**src/rtl/pp_wr_pkg.sv**
```systemverilog
package pp_wr_pkg;

    typedef enum logic [2:0] {
        ST_IDLE      = 3'd0,
        ST_ADDR_WAIT = 3'd1,
        ST_CHECK     = 3'd2,
        ST_WRITE     = 3'd3,
        ST_SWITCH    = 3'd4
    } pp_state_e;

    // Width of a counter that must hold values 0..n-1 (at least one bit).
    function automatic int idx_width(int n);
        return (n > 1) ? $clog2(n) : 1;
    endfunction

endpackage

```
**src/rtl/pp_settle_cnt.sv**
```systemverilog
module pp_settle_cnt #(
    parameter int SETTLE = 3
) (
    input  logic clk,
    input  logic rst,
    input  logic clear,
    input  logic run,
    output logic done
);
    import pp_wr_pkg::*;

    localparam int CNT_W = idx_width(SETTLE);
    localparam logic [CNT_W-1:0] LAST = CNT_W'(SETTLE - 2);

    logic [CNT_W-1:0] cnt_q;

    always_ff @(posedge clk) begin
        if (rst || clear) begin
            cnt_q <= '0;
        end else if (run && (cnt_q != LAST)) begin
            cnt_q <= cnt_q + 1'b1;
        end
    end

    assign done = run && (cnt_q == LAST);

    // the wait counter only advances while it is being run
    p_cnt_only_when_run_r2: assert property (@(posedge clk) disable iff (rst)
        (cnt_q != $past(cnt_q) && cnt_q != '0) |-> $past(run));

endmodule

```
**src/rtl/pp_thread_sel.sv**
```systemverilog
module pp_thread_sel #(
    parameter int THREADS = 2,
    parameter int ADDR_W  = 2
) (
    input  logic              clk,
    input  logic              rst,
    input  logic              advance,
    output logic [ADDR_W-1:0] addr
);
    import pp_wr_pkg::*;

    localparam int SEL_W = idx_width(THREADS);
    localparam bit POW2  = (THREADS & (THREADS - 1)) == 0;

    logic [SEL_W-1:0] sel_q;
    logic [SEL_W-1:0] sel_nx;

    generate
        if (POW2) begin : g_wrap
            assign sel_nx = sel_q + 1'b1;
        end else begin : g_cmp
            assign sel_nx = (sel_q == SEL_W'(THREADS - 1)) ? '0 : sel_q + 1'b1;
        end
    endgenerate

    always_ff @(posedge clk) begin
        if (rst) begin
            sel_q <= '0;
        end else if (advance) begin
            sel_q <= sel_nx;
        end
    end

    assign addr = ADDR_W'(sel_q);

    // selection stays inside the thread range
    p_sel_range_r7: assert property (@(posedge clk) disable iff (rst)
        int'(sel_q) < THREADS);

    // selection moves only when the controller requests a switch
    p_sel_moves_on_advance_r7: assert property (@(posedge clk) disable iff (rst)
        (sel_q != $past(sel_q)) |-> $past(advance));

endmodule

```
**src/rtl/pp_wr_fsm.sv**
```systemverilog
module pp_wr_fsm (
    input  logic                 clk,
    input  logic                 rst,
    input  logic                 src_valid,
    input  logic                 flag_rdy_n,
    input  logic                 flag_wm_n,
    input  logic                 settle_done,
    output pp_wr_pkg::pp_state_e state,
    output logic                 cnt_clear,
    output logic                 cnt_run,
    output logic                 advance,
    output logic                 src_ready,
    output logic                 wr_n
);
    import pp_wr_pkg::*;

    pp_state_e state_q;
    pp_state_e state_nx;
    logic      room;

    always_ff @(posedge clk) begin
        if (rst) begin
            state_q <= ST_IDLE;
        end else begin
            state_q <= state_nx;
        end
    end

    always_comb begin
        state_nx  = state_q;
        cnt_clear = 1'b0;
        cnt_run   = 1'b0;
        advance   = 1'b0;
        unique case (state_q)
            ST_IDLE: begin
                cnt_clear = 1'b1;
                state_nx  = ST_ADDR_WAIT;
            end
            ST_ADDR_WAIT: begin
                cnt_run = 1'b1;
                if (settle_done) state_nx = ST_CHECK;
            end
            ST_CHECK: begin
                if (!flag_rdy_n) state_nx = ST_WRITE;
            end
            ST_WRITE: begin
                if (!flag_wm_n) state_nx = ST_SWITCH;
            end
            ST_SWITCH: begin
                advance   = 1'b1;
                cnt_clear = 1'b1;
                state_nx  = ST_ADDR_WAIT;
            end
            default: state_nx = ST_IDLE;
        endcase
    end

    assign room      = (state_q == ST_WRITE) && flag_wm_n;
    assign src_ready = room;
    assign wr_n      = !(room && src_valid);
    assign state     = state_q;

    // writing begins only after the ready flag was seen asserted in the check step
    p_enter_write_on_ready_r3: assert property (@(posedge clk) disable iff (rst)
        (state_q == ST_WRITE && $past(state_q) != ST_WRITE)
        |-> ($past(state_q) == ST_CHECK && !$past(flag_rdy_n)));

    // a watermark hit while writing leads to the switch step next cycle
    p_wm_leads_to_switch_r6: assert property (@(posedge clk) disable iff (rst)
        (state_q == ST_WRITE && !flag_wm_n) |=> (state_q == ST_SWITCH && wr_n));

    // with room left, the master stays in the write step
    p_stay_writing_r9: assert property (@(posedge clk) disable iff (rst)
        (state_q == ST_WRITE && flag_wm_n) |=> (state_q == ST_WRITE));

endmodule

```
**src/rtl/sfifo_pingpong_wr.sv**
```systemverilog
module sfifo_pingpong_wr #(
    parameter int DATA_W  = 32,
    parameter int ADDR_W  = 2,
    parameter int THREADS = 2,
    parameter int SETTLE  = 3
) (
    input  logic              clk,
    input  logic              rst,
    input  logic              src_valid,
    input  logic [DATA_W-1:0] src_data,
    output logic              src_ready,
    input  logic              flag_rdy_n,
    input  logic              flag_wm_n,
    output logic              wr_n,
    output logic [DATA_W-1:0] bus_data,
    output logic [ADDR_W-1:0] thr_addr
);
    import pp_wr_pkg::*;

    localparam int AGE_W = idx_width(SETTLE + 1);
    localparam logic [AGE_W-1:0] AGE_MAX = AGE_W'(SETTLE);

    pp_state_e state;
    logic      cnt_clear;
    logic      cnt_run;
    logic      settle_done;
    logic      advance;

    pp_wr_fsm u_fsm (
        .clk         (clk),
        .rst         (rst),
        .src_valid   (src_valid),
        .flag_rdy_n  (flag_rdy_n),
        .flag_wm_n   (flag_wm_n),
        .settle_done (settle_done),
        .state       (state),
        .cnt_clear   (cnt_clear),
        .cnt_run     (cnt_run),
        .advance     (advance),
        .src_ready   (src_ready),
        .wr_n        (wr_n)
    );

    pp_settle_cnt #(.SETTLE(SETTLE)) u_settle (
        .clk   (clk),
        .rst   (rst),
        .clear (cnt_clear),
        .run   (cnt_run),
        .done  (settle_done)
    );

    pp_thread_sel #(.THREADS(THREADS), .ADDR_W(ADDR_W)) u_sel (
        .clk     (clk),
        .rst     (rst),
        .advance (advance),
        .addr    (thr_addr)
    );

    assign bus_data = src_data;

    // Edges elapsed since the last address change, saturating; used by checks only.
    logic [AGE_W-1:0] addr_age_q;
    always_ff @(posedge clk) begin
        if (rst || advance) begin
            addr_age_q <= '0;
        end else if (addr_age_q != AGE_MAX) begin
            addr_age_q <= addr_age_q + 1'b1;
        end
    end

    // the ready check is never reached before the flag latency has elapsed
    p_check_after_latency_r2: assert property (@(posedge clk) disable iff (rst)
        (state == ST_CHECK) |-> (int'(addr_age_q) >= SETTLE - 1));

    // no write in a cycle whose address was just changed
    p_no_write_on_new_addr_r2: assert property (@(posedge clk) disable iff (rst)
        !wr_n |-> $stable(thr_addr));

    // the address moves only out of the switch step
    p_addr_moves_from_switch_r6: assert property (@(posedge clk) disable iff (rst)
        (thr_addr != $past(thr_addr)) |-> ($past(state) == ST_SWITCH));

endmodule

```
**config.mk**
```make
export PLATFORM = sky130hd
export DESIGN_NAME = sfifo_pingpong_wr
export DESIGN_NICKNAME = d
export VERILOG_FILES = /design/src/rtl/pp_wr_pkg.sv /design/src/rtl/pp_settle_cnt.sv /design/src/rtl/pp_thread_sel.sv /design/src/rtl/pp_wr_fsm.sv /design/src/rtl/sfifo_pingpong_wr.sv
export SDC_FILE = /design/constraint.sdc
export NUM_CORES = 1
export LEC_CHECK = 0
export BUFFER_PORTS_ARGS = -buffer_cell sky130_fd_sc_hd__buf_2
export CAP_MARGIN = 15
export CORE_MARGIN = 4
export CORE_UTILIZATION = 28
export CTS_BUF_LIST = sky130_fd_sc_hd__clkbuf_4 sky130_fd_sc_hd__clkbuf_8 sky130_fd_sc_hd__clkbuf_16
export DETAILED_ROUTE_END_ITERATION = 6
export PLACE_DENSITY_LB_ADDON = 0.3
export SETUP_SLACK_MARGIN = 0.1
export SYNTH_ARGS = -nofsm -noshare
export SYNTH_HDL_FRONTEND = slang
export SYNTH_HIERARCHICAL = 1
export SYNTH_SLANG_ARGS = --single-unit
```
**constraint.sdc**
```tcl
create_clock -name clk -period 1.25 [get_ports clk]
set_clock_uncertainty 0.1 [all_clocks]
set_input_delay 0 -clock clk [delete_from_list [all_inputs] [get_ports clk]]
set_output_delay 0 -clock clk [all_outputs]
set_load 0.005 [all_outputs]
```
After elaboration in Yosys (flattened, before gate mapping)
Index checks and enable logic that the tools add are counted.
Word-level totals
  flip-flop bits (word level): 6
  output and inout bits: 36
  logic and storage cells: 30
Cells by class
  $add $sub $neg: 2
  equal/unequal tests: 9
  multiplexer cells: 7
  reductions and logical operators: 9
Operators with widths (number)
  $pmux W3 S4: 1
  $mux W3: 3
  $eq A3 B2 Y1 const B: 2
  $ne A2 B2 Y1 const B: 3
  $logic_and A1 B1 Y1: 4
  $eq A3 B1 Y1 const B: 1
  $eq A3 B3 Y1 const B: 1
  $logic_not A3 Y1: 1
  $mux W1: 3
  $reduce_and A3 Y1: 1
  $add A2 B1 Y2 const B: 1
  $eq A2 B1 Y1 const B: 1
  $ne A2 B1 Y1 const B: 1
  $reduce_or A2 Y1: 1
  $add A1 B1 Y1 const B: 1
  $logic_not A1 Y1: 1
  $logic_or A1 B1 Y1: 1

Longest topological paths before layout
Gate-level depths: netlist of run 1.
  word-level depth: 5
  gate-level depth with buffers: 6
  gate-level depth less buffers: 6

By module
Netlist of run 1, hierarchy kept.
By module, submodules not included
  sfifo_pingpong_wr: times used 1, cells each 32, area an instance 240.2 um^2, sequential area each 0.0 um^2
  pp_wr_fsm: times used 1, cells each 19, area an instance 157.7 um^2, sequential area each 60.1 um^2
  pp_settle_cnt: times used 1, cells each 10, area an instance 112.6 um^2, sequential area each 40.0 um^2
  pp_thread_sel: times used 1, cells each 6, area an instance 51.3 um^2, sequential area each 20.0 um^2

Worst setup path before layout of run 1
No wires, ideal clock.
  kind: register to register
  start point: reg u_fsm.state_q[0], in the netlist u_fsm/state[0]
  end point: reg u_settle.cnt_q[1]
  library setup time: 103 ps
  arrival: 1170 ps
  required time: 1047 ps
  slack: -123 ps
  cell stages (with the launch flop): 6
  path through: dfxtp_1 -> inv_1 -> nor3_1 -> nor2b_4 -> nor2_2 -> a2111oi_2
On the way
  elaborated cells on any way between the ends: 8
RTL lines
  start, declared: line pp_wr_fsm.sv:17  | pp_state_e state_q;
  start signal, assigned: line pp_wr_fsm.sv:25  | state_q <= state_nx;
  $eq A3 B1 Y1: line pp_wr_fsm.sv:34  | unique case (state_q)
  $mux W1: line pp_wr_fsm.sv:34
  named net cnt_run: line sfifo_pingpong_wr.sv:25  | logic cnt_run;
  $logic_and A1 B1 Y1: line pp_settle_cnt.sv:20  | end else if (run && (cnt_q != LAST)) begin
  end signal, assigned: line pp_settle_cnt.sv:21  | cnt_q <= cnt_q + 1'b1;
  end, declared: line pp_settle_cnt.sv:15  | logic [CNT_W-1:0] cnt_q;
The timed path passes the listed nets, and every way through them passes these cells.
A chain may end at the register's enable or synchronous reset.

Worst setup path in the final report of run 1
  start point: reg u_settle.cnt_q[1]
  end point: reg u_fsm.state_q[0], in the netlist u_fsm/state[0]
On the way
  cells in the longest elaborated chain, start to end: 4
Ends and longest elaborated chain
  $eq A2 B1 Y1: line pp_settle_cnt.sv:25  | assign done = run && (cnt_q == LAST);
  $logic_and A1 B1 Y1: line pp_settle_cnt.sv:25
  named net settle_done: line sfifo_pingpong_wr.sv:26  | logic settle_done;
  $ne A2 B2 Y1 (no source line)
  $reduce_and A3 Y1 (no source line)
The timed path passes the listed nets, and every way through them passes these cells.

==> run_results.csv, run 1 <==
group,metric,value,unit
final_layout,fin_area,805,um2
final_layout,fillers,168,
final_layout,area_growth,43.2,%
clocking,clkSinkCount,6,
synth,avgSynthCellArea,8.38,um2
setup_path,r2r_cells,6,
setup_path,startpoint_type,"flip-flop",
synth,syn_nets,105,
timing,post-route-min-period,1.23,ns
floorplanning,dieArea,0.00279,mm2
synth,syn_area,562,um2
place,placed_area,398,um2
setup_path,r2r_setup_slack,0.02,ns
final_layout,utilization,44.2,%
setup_path,crit_path_max_fanout,2,
clocking,clkTransAtPathRegs,0.06,ns
min_path,hold_class,"in -> reg",
route,via_per_inst,4.46,
setup_path,critPathCaptureType,"flip-flop",
timing,fin_crit_sh,98.3,%
place,gp_congestion,0.698,
job,maxCapViolations,0,
setup_path,worst_ep_required_time,1.33,ns
place,hpwl,574,um
timing,finalHoldViolations,1,
clocking,clock_latency,0.25,ns
floorplanning,io_pins,73,
status,status,"complete, but fails checks",
synth,ys_types,19,
setup_path,cp.arrival,1.31,ns
status,failed_checks,"negative hold slack",
grt,track_usage,10.4,%
floorplanning,start_util,30.9,%
timing,holdWs,-0.0146,ns
timing,clock.fmax,814,MHz
grt,grt_pass1_wl,2150,um
power,p_leak,0.320,nW
route,ant_nets,0,
min_path,min_to,"u_fsm/state[0]",
power,irDropWorstVdd,596,uV
route,initialDrtViolationCount,5,
final_layout,antenna_cells,0,
final_layout,final_cells,106,
clocking,cts-root-buf,"clkbuf_4",
setup_path,crit-reg2reg-capture,"u_fsm/state[0]",
min_path,whs_path_depth,4,
power,power_density,733,mW/mm2
setup_path,crit_type,"reg -> reg",
final_layout,drive_gt1_share,35.8,%
synth,ys_ff_latch,6,
route,wl_per_cell,13.4,um
route,via_count,473,
floorplanning,die_y,52.8,um
route,finalWirelength,1420,um
route,route.detailed.drc,0,
clocking,cts_max_level,1,
place,dp.cells,66,
grt,antenna_found_initial,0,
timing,setup_viol,0,
synth,seq_area_frac_synth,21.4,%
final_layout,fin_nets,120,
clocking,cts_tree,"built",
grt,grt_max_degree,8,
timing,rsz0062_at_grt,"true",
timing,drv_slew,0,
place,portBuffers,7,
clocking,numCtsBuffers,3,
grt,grt_pass1_vias,533,
clocking,clockBufferDepth,2,
synth,ys_warn_count,6,
synth,syn_inst,67,
min_path,hp-start,"flag_rdy_n",
floorplanning,die_w,52.8,um
grt,gr-total-overflow,0,
setup_path,rr_startpoint,"u_settle/cnt_q[1]",
route,drt_pre_antenna_iters,4,
floorplanning,row_count,15,
floorplanning,core_area,0.00182,mm2
power,finalPower,0.590,mW
-- synthesized netlist by cell type, drive strengths merged --
cell	count	area, um2
nand3b	2	15.0
a21oi	1	8.76
nor2	4	20.0
inv	2	7.51
o21ai	2	10.0
and4b	1	13.8
dfxtp	6	120
nor2b	1	13.8
ha	1	12.5
xnor2	2	17.5
and2	2	13.8
nor3	4	20.0
nand2	2	7.51
a211oi	1	7.51
buf	34	255
a2111oi	1	15.0
conb	1	3.75
-- layout make-up --
type	instances	area (um2)	area share [%]
multi-input cells	25	200	24.9
repair buffers	44	404	50.2
inverters	2	7.51	0.933
flip-flops and latches	6	131	16.3
well taps	25	31.3	3.89
clock buffers	4	30.0	3.73
-- layout by cell type, fill, tap and decap left out, drive strengths merged, types with 2 or more instances in the layout --
cell	n
and2	2
buf	10
clkbuf	4
dfxtp	6
dlygate4sd3	34
inv	2
nand2	2
nand3b	2
nor2	4
nor3	4
o21ai	2
xnor2	2
-- layer usage --
layer | part of all wire (%) | GRT usage (%) | up-vias | wire [um]
met5 | 0 | 0 | - | 0
met2 | 55 | 19.2 | 51 | 777
met4 | 0.56 | 2.55 | 0 | 8
met3 | 10 | 3.99 | 2 | 148
li1 | - | - | 207 | -
met1 | 34 | 10.8 | 213 | 481
-- state kept, by name, indices dropped and copies added (netlist names) --
| signal | cells |
|---|---|
| u_settle/cnt_q | 2 |
| u_sel/sel_q | 1 |
| u_fsm/state | 3 |
-- metrics by stage --
stage	setup TNS (ns)	setup slack, ns
2_1_floorplan	0	0.0927
3_3_place_gp	0	0.0208
3_5_place_dp	0	0.0309
4_1_cts	0	0.0278
5_1_grt	-0.113	-0.0444
6_report	0	0.0212
-- where the power goes --
part           internal [mW]  switching [mW]
combinational          0.104          0.0625
clock                  0.143          0.0770
sequential             0.195         0.00821
total                  0.442           0.148
-- timing repair --
item,CTS,global route
resized for setup,1,6
buffers inserted,2,0
hold buffers,33,1
hold endpoints to repair,38,6
setup endpoints to repair,7,7
pin swaps,0,1
-- how the worst max path moves through the flow --
| stage | startpoint | to | slack [ns] | depth (start not counted) |
|---|---|---|---|---|
| 2_1_floorplan | u_settle/cnt_q[1] | u_fsm/state[0] | 0.09 | 6 |
| 3_3_place_gp | u_settle/cnt_q[1] | u_fsm/state[0] | 0.02 | 6 |
| 3_5_place_dp | u_fsm/state[0] | u_fsm/state[1] | 0.03 | 5 |
| 4_1_cts | u_settle/cnt_q[1] | u_fsm/state[0] | 0.03 | 6 |
| 5_1_grt | u_fsm/state[1] | u_settle/cnt_q[1] | -0.04 | 4 |
| 6_report | u_settle/cnt_q[1] | u_fsm/state[0] | 0.02 | 6 |
-- cells by family after synthesis --
kind of cell	count (synthesis)	synth area share [%]
compound gates	5	7.35
xor+xnor	2	3.12
fa+ha+maj	1	2.23
buf+inv	36	46.8
flops	6	21.4
other cells	1	0.668
simple gates	16	18.5
-- critical path, cell delays in order, from the launching register on --
cell and delay, ns:
dfxtp_1 0.34, inv_1 0.05, ha_2 0.18, and2_2 0.18, nor3_2 0.14, nor2_2 0.06, a21oi_2 0.12
(Power assumes the default switching activity.)
==> run 2: changes to the inputs <==
==> constraint.sdc (replaced) <==
create_clock -name clk -period 1.25 [get_ports clk]
set_clock_uncertainty 0.1 [all_clocks]
set_input_delay 0.3125 -clock clk [delete_from_list [all_inputs] [get_ports clk]]
set_output_delay 0.3125 -clock clk [all_outputs]
set_load 0.005 [all_outputs]
==> run_results.csv, run 2 (synthesized netlist as in run 1, its figures left out) <==
group,metric,value,unit
final_layout,fillers,204,
final_layout,largest_reg_flops,3,
floorplanning,io_pins,73,
final_layout,multi_input_area,208,um2
grt,track_usage,6.62,%
floorplanning,start_util,30.9,%
route,ant_nets,0,
route,wl_per_cell,10.6,um
place,placed_area,413,um2
clocking,numCtsBuffers,3,
job,maxCapViolations,0,
final_layout,utilization,26.8,%
timing,worst_slack,-0.206,ns
timing,clock.fmax,687,MHz
timing,rsz0062_at_grt,"true",
final_layout,seqCellArea,128,um2
power,p_leak,0.198,nW
place,hpwl,580,um
timing,fin_crit_sh,117,%
final_layout,drive_gt1_share,70.0,%
clocking,cts_tree,"built",
timing,post-route-min-period,1.46,ns
clocking,clkSinkCount,6,
final_layout,final_common_cell,"buf_2",
power,irDropWorstVdd,488,uV
power,p_seq_share,41.3,%
grt,grt_pass1_vias,298,
clocking,cts-root-buf,"clkbuf_4",
final_layout,antenna_cells,0,
status,failed_checks,"negative setup slack",
setup_path,worst_ep_required_time,0.84,ns
grt,grt_pass1_wl,1300,um
place,gp_congestion,0.717,
route,route.detailed.drc,0,
floorplanning,die_y,52.8,um
power,power_density,1020,mW/mm2
power,switchingPower,0.118,mW
timing,setup_viol,4,
setup_path,crit_type,"reg -> out",
power,finalPower,0.500,mW
floorplanning,core_area,0.00182,mm2
final_layout,area_growth,-13.1,%
floorplanning,row_count,15,
setup_path,critPathCaptureType,"primary output",
grt,grt_max_degree,9,
final_layout,final_cell_mix,"buf_2, buf_4, clkbuf_4",
clocking,postCtsHoldBufs,0,
place,portBuffers,7,
setup_path,crit_path_max_fanout,3,
power,p_sw_share,23.6,%
setup_path,slowest_delay,0.33,ns
clocking,clkTransAtPathRegs,0.05,ns
power,pwr-share-comb,14.9,%
route,finalWirelength,793,um
route,via_count,312,
power,pwr-share-clk,43.8,%
grt,gr-total-overflow,0,
power,internal_power,0.382,mW
clocking,clockBufferDepth,2,
status,status,"complete, but fails checks",
timing,drv_slew,0,
floorplanning,die_w,52.8,um
setup_path,startpoint_type,"flip-flop",
final_layout,fin_area,488,um2
route,drt_pre_antenna_iters,2,
floorplanning,dieArea,0.00279,mm2
min_path,hold_class,"in -> reg",
grt,antenna_found_initial,0,
clocking,cts_max_level,1,
final_layout,fin_nets,89,
setup_path,path_cells,"and4b_4 > nand2_2 > buf_2",
setup_path,crit_path_top_delay_cell,"and4b_4",
route,via_per_inst,4.16,
route,initialDrtViolationCount,1,
setup_path,cp.arrival,1.04,ns
clocking,clock_latency,0.25,ns
timing,finalHoldViolations,0,
## run 2: final timing paths
kind,from,end,slack (ns),cells past startpoint
worst max-delay path,u_fsm/state[2],wr_n,-0.21,3
worst min-delay path,flag_wm_n,u_fsm/state[2],0.15,2
worst max register to register,u_fsm/state[2],u_settle/cnt_q[1],-0.02,5
worst min register to register,u_fsm/state[0],u_fsm/state[2],0.41,2
## run 2: layer usage
metal	vias up	GRT usage, %	wire [um]
li1	145	-	-
met4	0	10.2	55
met1	134	5.88	291
met2	15	8.06	349
met3	18	4.27	97
met5	-	0	0
## run 2: layout make-up
class / instances / area share (%)
tap: 25 / 6.41
clock buffer: 4 / 6.15
sequential: 6 / 26.2
timing repair buffer: 13 / 17.2
multi-input combinational: 25 / 42.6
inverter: 2 / 1.54
## run 2: timing repair
| action | in CTS | in global routing |
|---|---|---|
| resized for setup | 2 | 6 |
| buffers inserted | 2 | 1 |
| pin swaps | 1 | 2 |
| setup endpoints to repair | 6 | 7 |
## run 2: power by group through the flow
stage          logic (mW)  registers [mW]  clock network (mW)
2_1_floorplan       0.130           0.208                   0
3_3_place_gp       0.0676           0.209                   0
3_5_place_dp       0.0670           0.210                   0
4_1_cts            0.0691           0.206               0.229
5_1_grt            0.0834           0.207               0.238
6_report           0.0747           0.206               0.219
## run 2: worst max-delay path, delay by kind of cell, from the launching register on
family | cells | cell delay [ns]
buffers and inverters | 1 | 0.12
DFF | 1 | 0.31
and+or+nand+nor | 2 | 0.37
## run 2: metrics by stage
| stage | hold slack (ns) | worst slack, ns | cells | setup TNS [ns] |
|---|---|---|---|---|
| floorplan | 0.268 | 0.0872 | 67 | 0 |
| finish | 0.150 | -0.206 | 75 | -0.417 |
| detailed placement | 0.403 | 0.0105 | 68 | 0 |
| CTS | 0.140 | -0.216 | 74 | -0.478 |
| global route | 0.151 | -0.272 | 75 | -0.793 |
| global placement | 0.404 | 0.0112 | 68 | 0 |
==> run 3: changes to the inputs <==
--- a/config.mk
+++ b/config.mk
@@ -5,10 +5,11 @@
 export SDC_FILE = /design/constraint.sdc
 export NUM_CORES = 1
 export LEC_CHECK = 0
+export ABC_AREA = 1
 export BUFFER_PORTS_ARGS = -buffer_cell sky130_fd_sc_hd__buf_2
 export CAP_MARGIN = 15
 export CORE_MARGIN = 4
-export CORE_UTILIZATION = 28
+export CORE_UTILIZATION = 29
 export CTS_BUF_LIST = sky130_fd_sc_hd__clkbuf_4 sky130_fd_sc_hd__clkbuf_8 sky130_fd_sc_hd__clkbuf_16
 export DETAILED_ROUTE_END_ITERATION = 6
 export PLACE_DENSITY_LB_ADDON = 0.3
==> run_results.csv, run 3 <==
group,metric,value,unit
status,status,"complete, but fails checks",
status,failed_checks,"negative setup slack",
setup_path,path_buf_inv,3,
synth,muxShareOfSynthArea,0,%
final_layout,fin_area,617,um2
setup_path,critPathCaptureType,"primary output",
grt,grt_pass1_vias,404,
synth,synth_ff_type,"dfxtp_1",
place,pre_cts_ws,0.0576,ns
setup_path,cp.arrival,0.97,ns
timing,fin_crit_sh,110,%
min_path,hold_class,"in -> reg",
synth,ys_warn_count,6,
synth,synth_xor_area_share,0,%
synth,yosysTopAreaCell,"buf_4",
synth,yosys-top-cells-area,"buf_4, dfxtp_1, nand2_1",
timing,clock.fmax,725,MHz
synth,synth_edf_count,0,
setup_path,crit_path_top_delay_cell,"dfxtp_4",
min_path,hp-start,"rst",
synth,ys_ff_latch,6,
timing,rsz0062_at_grt,"true",
route,initialDrtViolationCount,1,
final_layout,fillers,223,
place,hpwl,716,um
clocking,cts_tree,"built",
clocking,clock_latency,0.24,ns
timing,holdWs,0.199,ns
final_layout,multi_input_area,241,um2
setup_path,worst_ep_required_time,0.84,ns
power,irDropWorstVdd,853,uV
setup_path,crit_family,"flip-flops",
clocking,cts-root-buf,"clkbuf_4",
power,p_leak,0.299,nW
power,finalPower,1.35,mW
synth,ys_types,16,
final_layout,area_growth,1.23,%
floorplanning,row_count,16,
synth,synth_top_family_by_area,"buffers and inverters",
timing,setup_viol,5,
route,via_count,427,
clocking,cts_max_level,1,
synth,seq_area_frac_synth,19.7,%
setup_path,crit_type,"reg -> out",
timing,fin_setup_tns,-0.280,ns
synth,synth_most_common_cell,"buf_4",
clocking,clkTransAtPathRegs,0.05,ns
floorplanning,io_pins,73,
clocking,clkSinkCount,6,
floorplanning,die_y,53.8,um
final_layout,drive_gt1_share,63.2,%
final_layout,seqCellArea,128,um2
route,route.detailed.drc,0,
clocking,clockBufferDepth,2,
setup_path,crit_path_max_fanout,2,
route,via_per_inst,4.15,
power,power_density,2190,mW/mm2
synth,avgSynthCellArea,7.00,um2
floorplanning,core_area,0.00198,mm2
final_layout,final_cell_mix,"nand2_1, buf_4, buf_2",
setup_path,startpoint_type,"flip-flop",
final_layout,fin_nets,116,
job,maxCapViolations,0,
grt,grt_max_degree,5,
synth,synthArstFlopShare,0,%
clocking,numCtsBuffers,3,
route,wl_per_cell,10.7,um
setup_path,cp-startpoint,"u_fsm/state[2]",
synth,netlist_top_cells_count,"buf_4, nand2_1, inv_1",
grt,grt_pass1_wl,1520,um
timing,post-route-min-period,1.38,ns
place,gp_congestion,0.827,
synth,syn_area,609,um2
grt,antenna_found_initial,0,
setup_path,slowest_delay,0.33,ns
route,finalWirelength,1110,um
route,ant_nets,0,
timing,worst_slack,-0.129,ns
synth,synthAdderAreaFrac,2.05,%
synth,synth_top_area_share,41.9,%
place,portBuffers,7,
grt,gr-total-overflow,0,
timing,drv_slew,0,
route,drt_pre_antenna_iters,4,
place,placed_area,457,um2
setup_path,rr_startpoint,"u_fsm/state[2]",
grt,track_usage,7.34,%
floorplanning,dieArea,0.00290,mm2
floorplanning,start_util,30.7,%
synth,syn_inst,87,
synth,syn_nets,125,
timing,finalHoldViolations,0,
synth,synth-simple-area-share,26.7,%
final_layout,largest_reg_flops,3,
floorplanning,die_w,53.8,um
synth,synth-compound-area-share,1.64,%
final_layout,antenna_cells,0,
setup_path,path_cells,"inv_2 > nand4_1 > inv_1 > nand2_1 > buf_2",
-- run 3: logic make-up after synthesis --
group	Yosys count
buffers and inverters	46
AND/OR/NAND/NOR	31
flip-flops	6
AO/OA/AOI/OAI	2
adder cells (fa/ha/maj)	1
other	1
-- run 3: power breakdown --
group	total, mW	internal, mW	switching (mW)
registers	0.295	0.253	0.0420
logic	0.876	0.437	0.438
clock network	0.181	0.109	0.0719
total	1.35	0.799	0.552
-- run 3: final cells by class --
cell class,instances,share of cell area (%)
inverters,12,7.71
flip-flops and latches,6,20.7
clock buffers,3,3.65
well taps,27,5.48
multi-input cells,35,39.1
repair buffers,20,23.3
-- run 3: final timing paths --
kind / slack (ns) / depth (start not counted) / endpoint
setup / recovery: -0.13 / 5 / wr_n
hold / removal: 0.20 / 2 / u_fsm/state[2]
setup reg to reg: -0.05 / 11 / u_fsm/state[0]
hold reg to reg: 0.39 / 2 / u_settle/cnt_q[1]
-- run 3: per-stage QoR --
step | util [%] | instances
global placement | 23.0 | 91
floorplan | - | 87
detailed placement | 23.0 | 91
CTS | 28.4 | 101
global route | 31.1 | 103
finish | 31.1 | 103
-- run 3: layer usage --
metal | part of all wire (%) | wire [um] | global-route usage [%]
met1 | 35 | 383 | 7.27
met2 | 50 | 552 | 11.5
met3 | 14 | 153 | 4.43
met4 | 1.4 | 16 | 4.68
met5 | 0 | 0 | 0
-- run 3: timing repair --
action / 4_1_cts / 5_1_grt
pin swaps: 1 / 6
setup endpoints to repair: 7 / 9
buffers inserted: 8 / 3
gates resized for setup: 12 / 10
hold buffers: 0 / 0
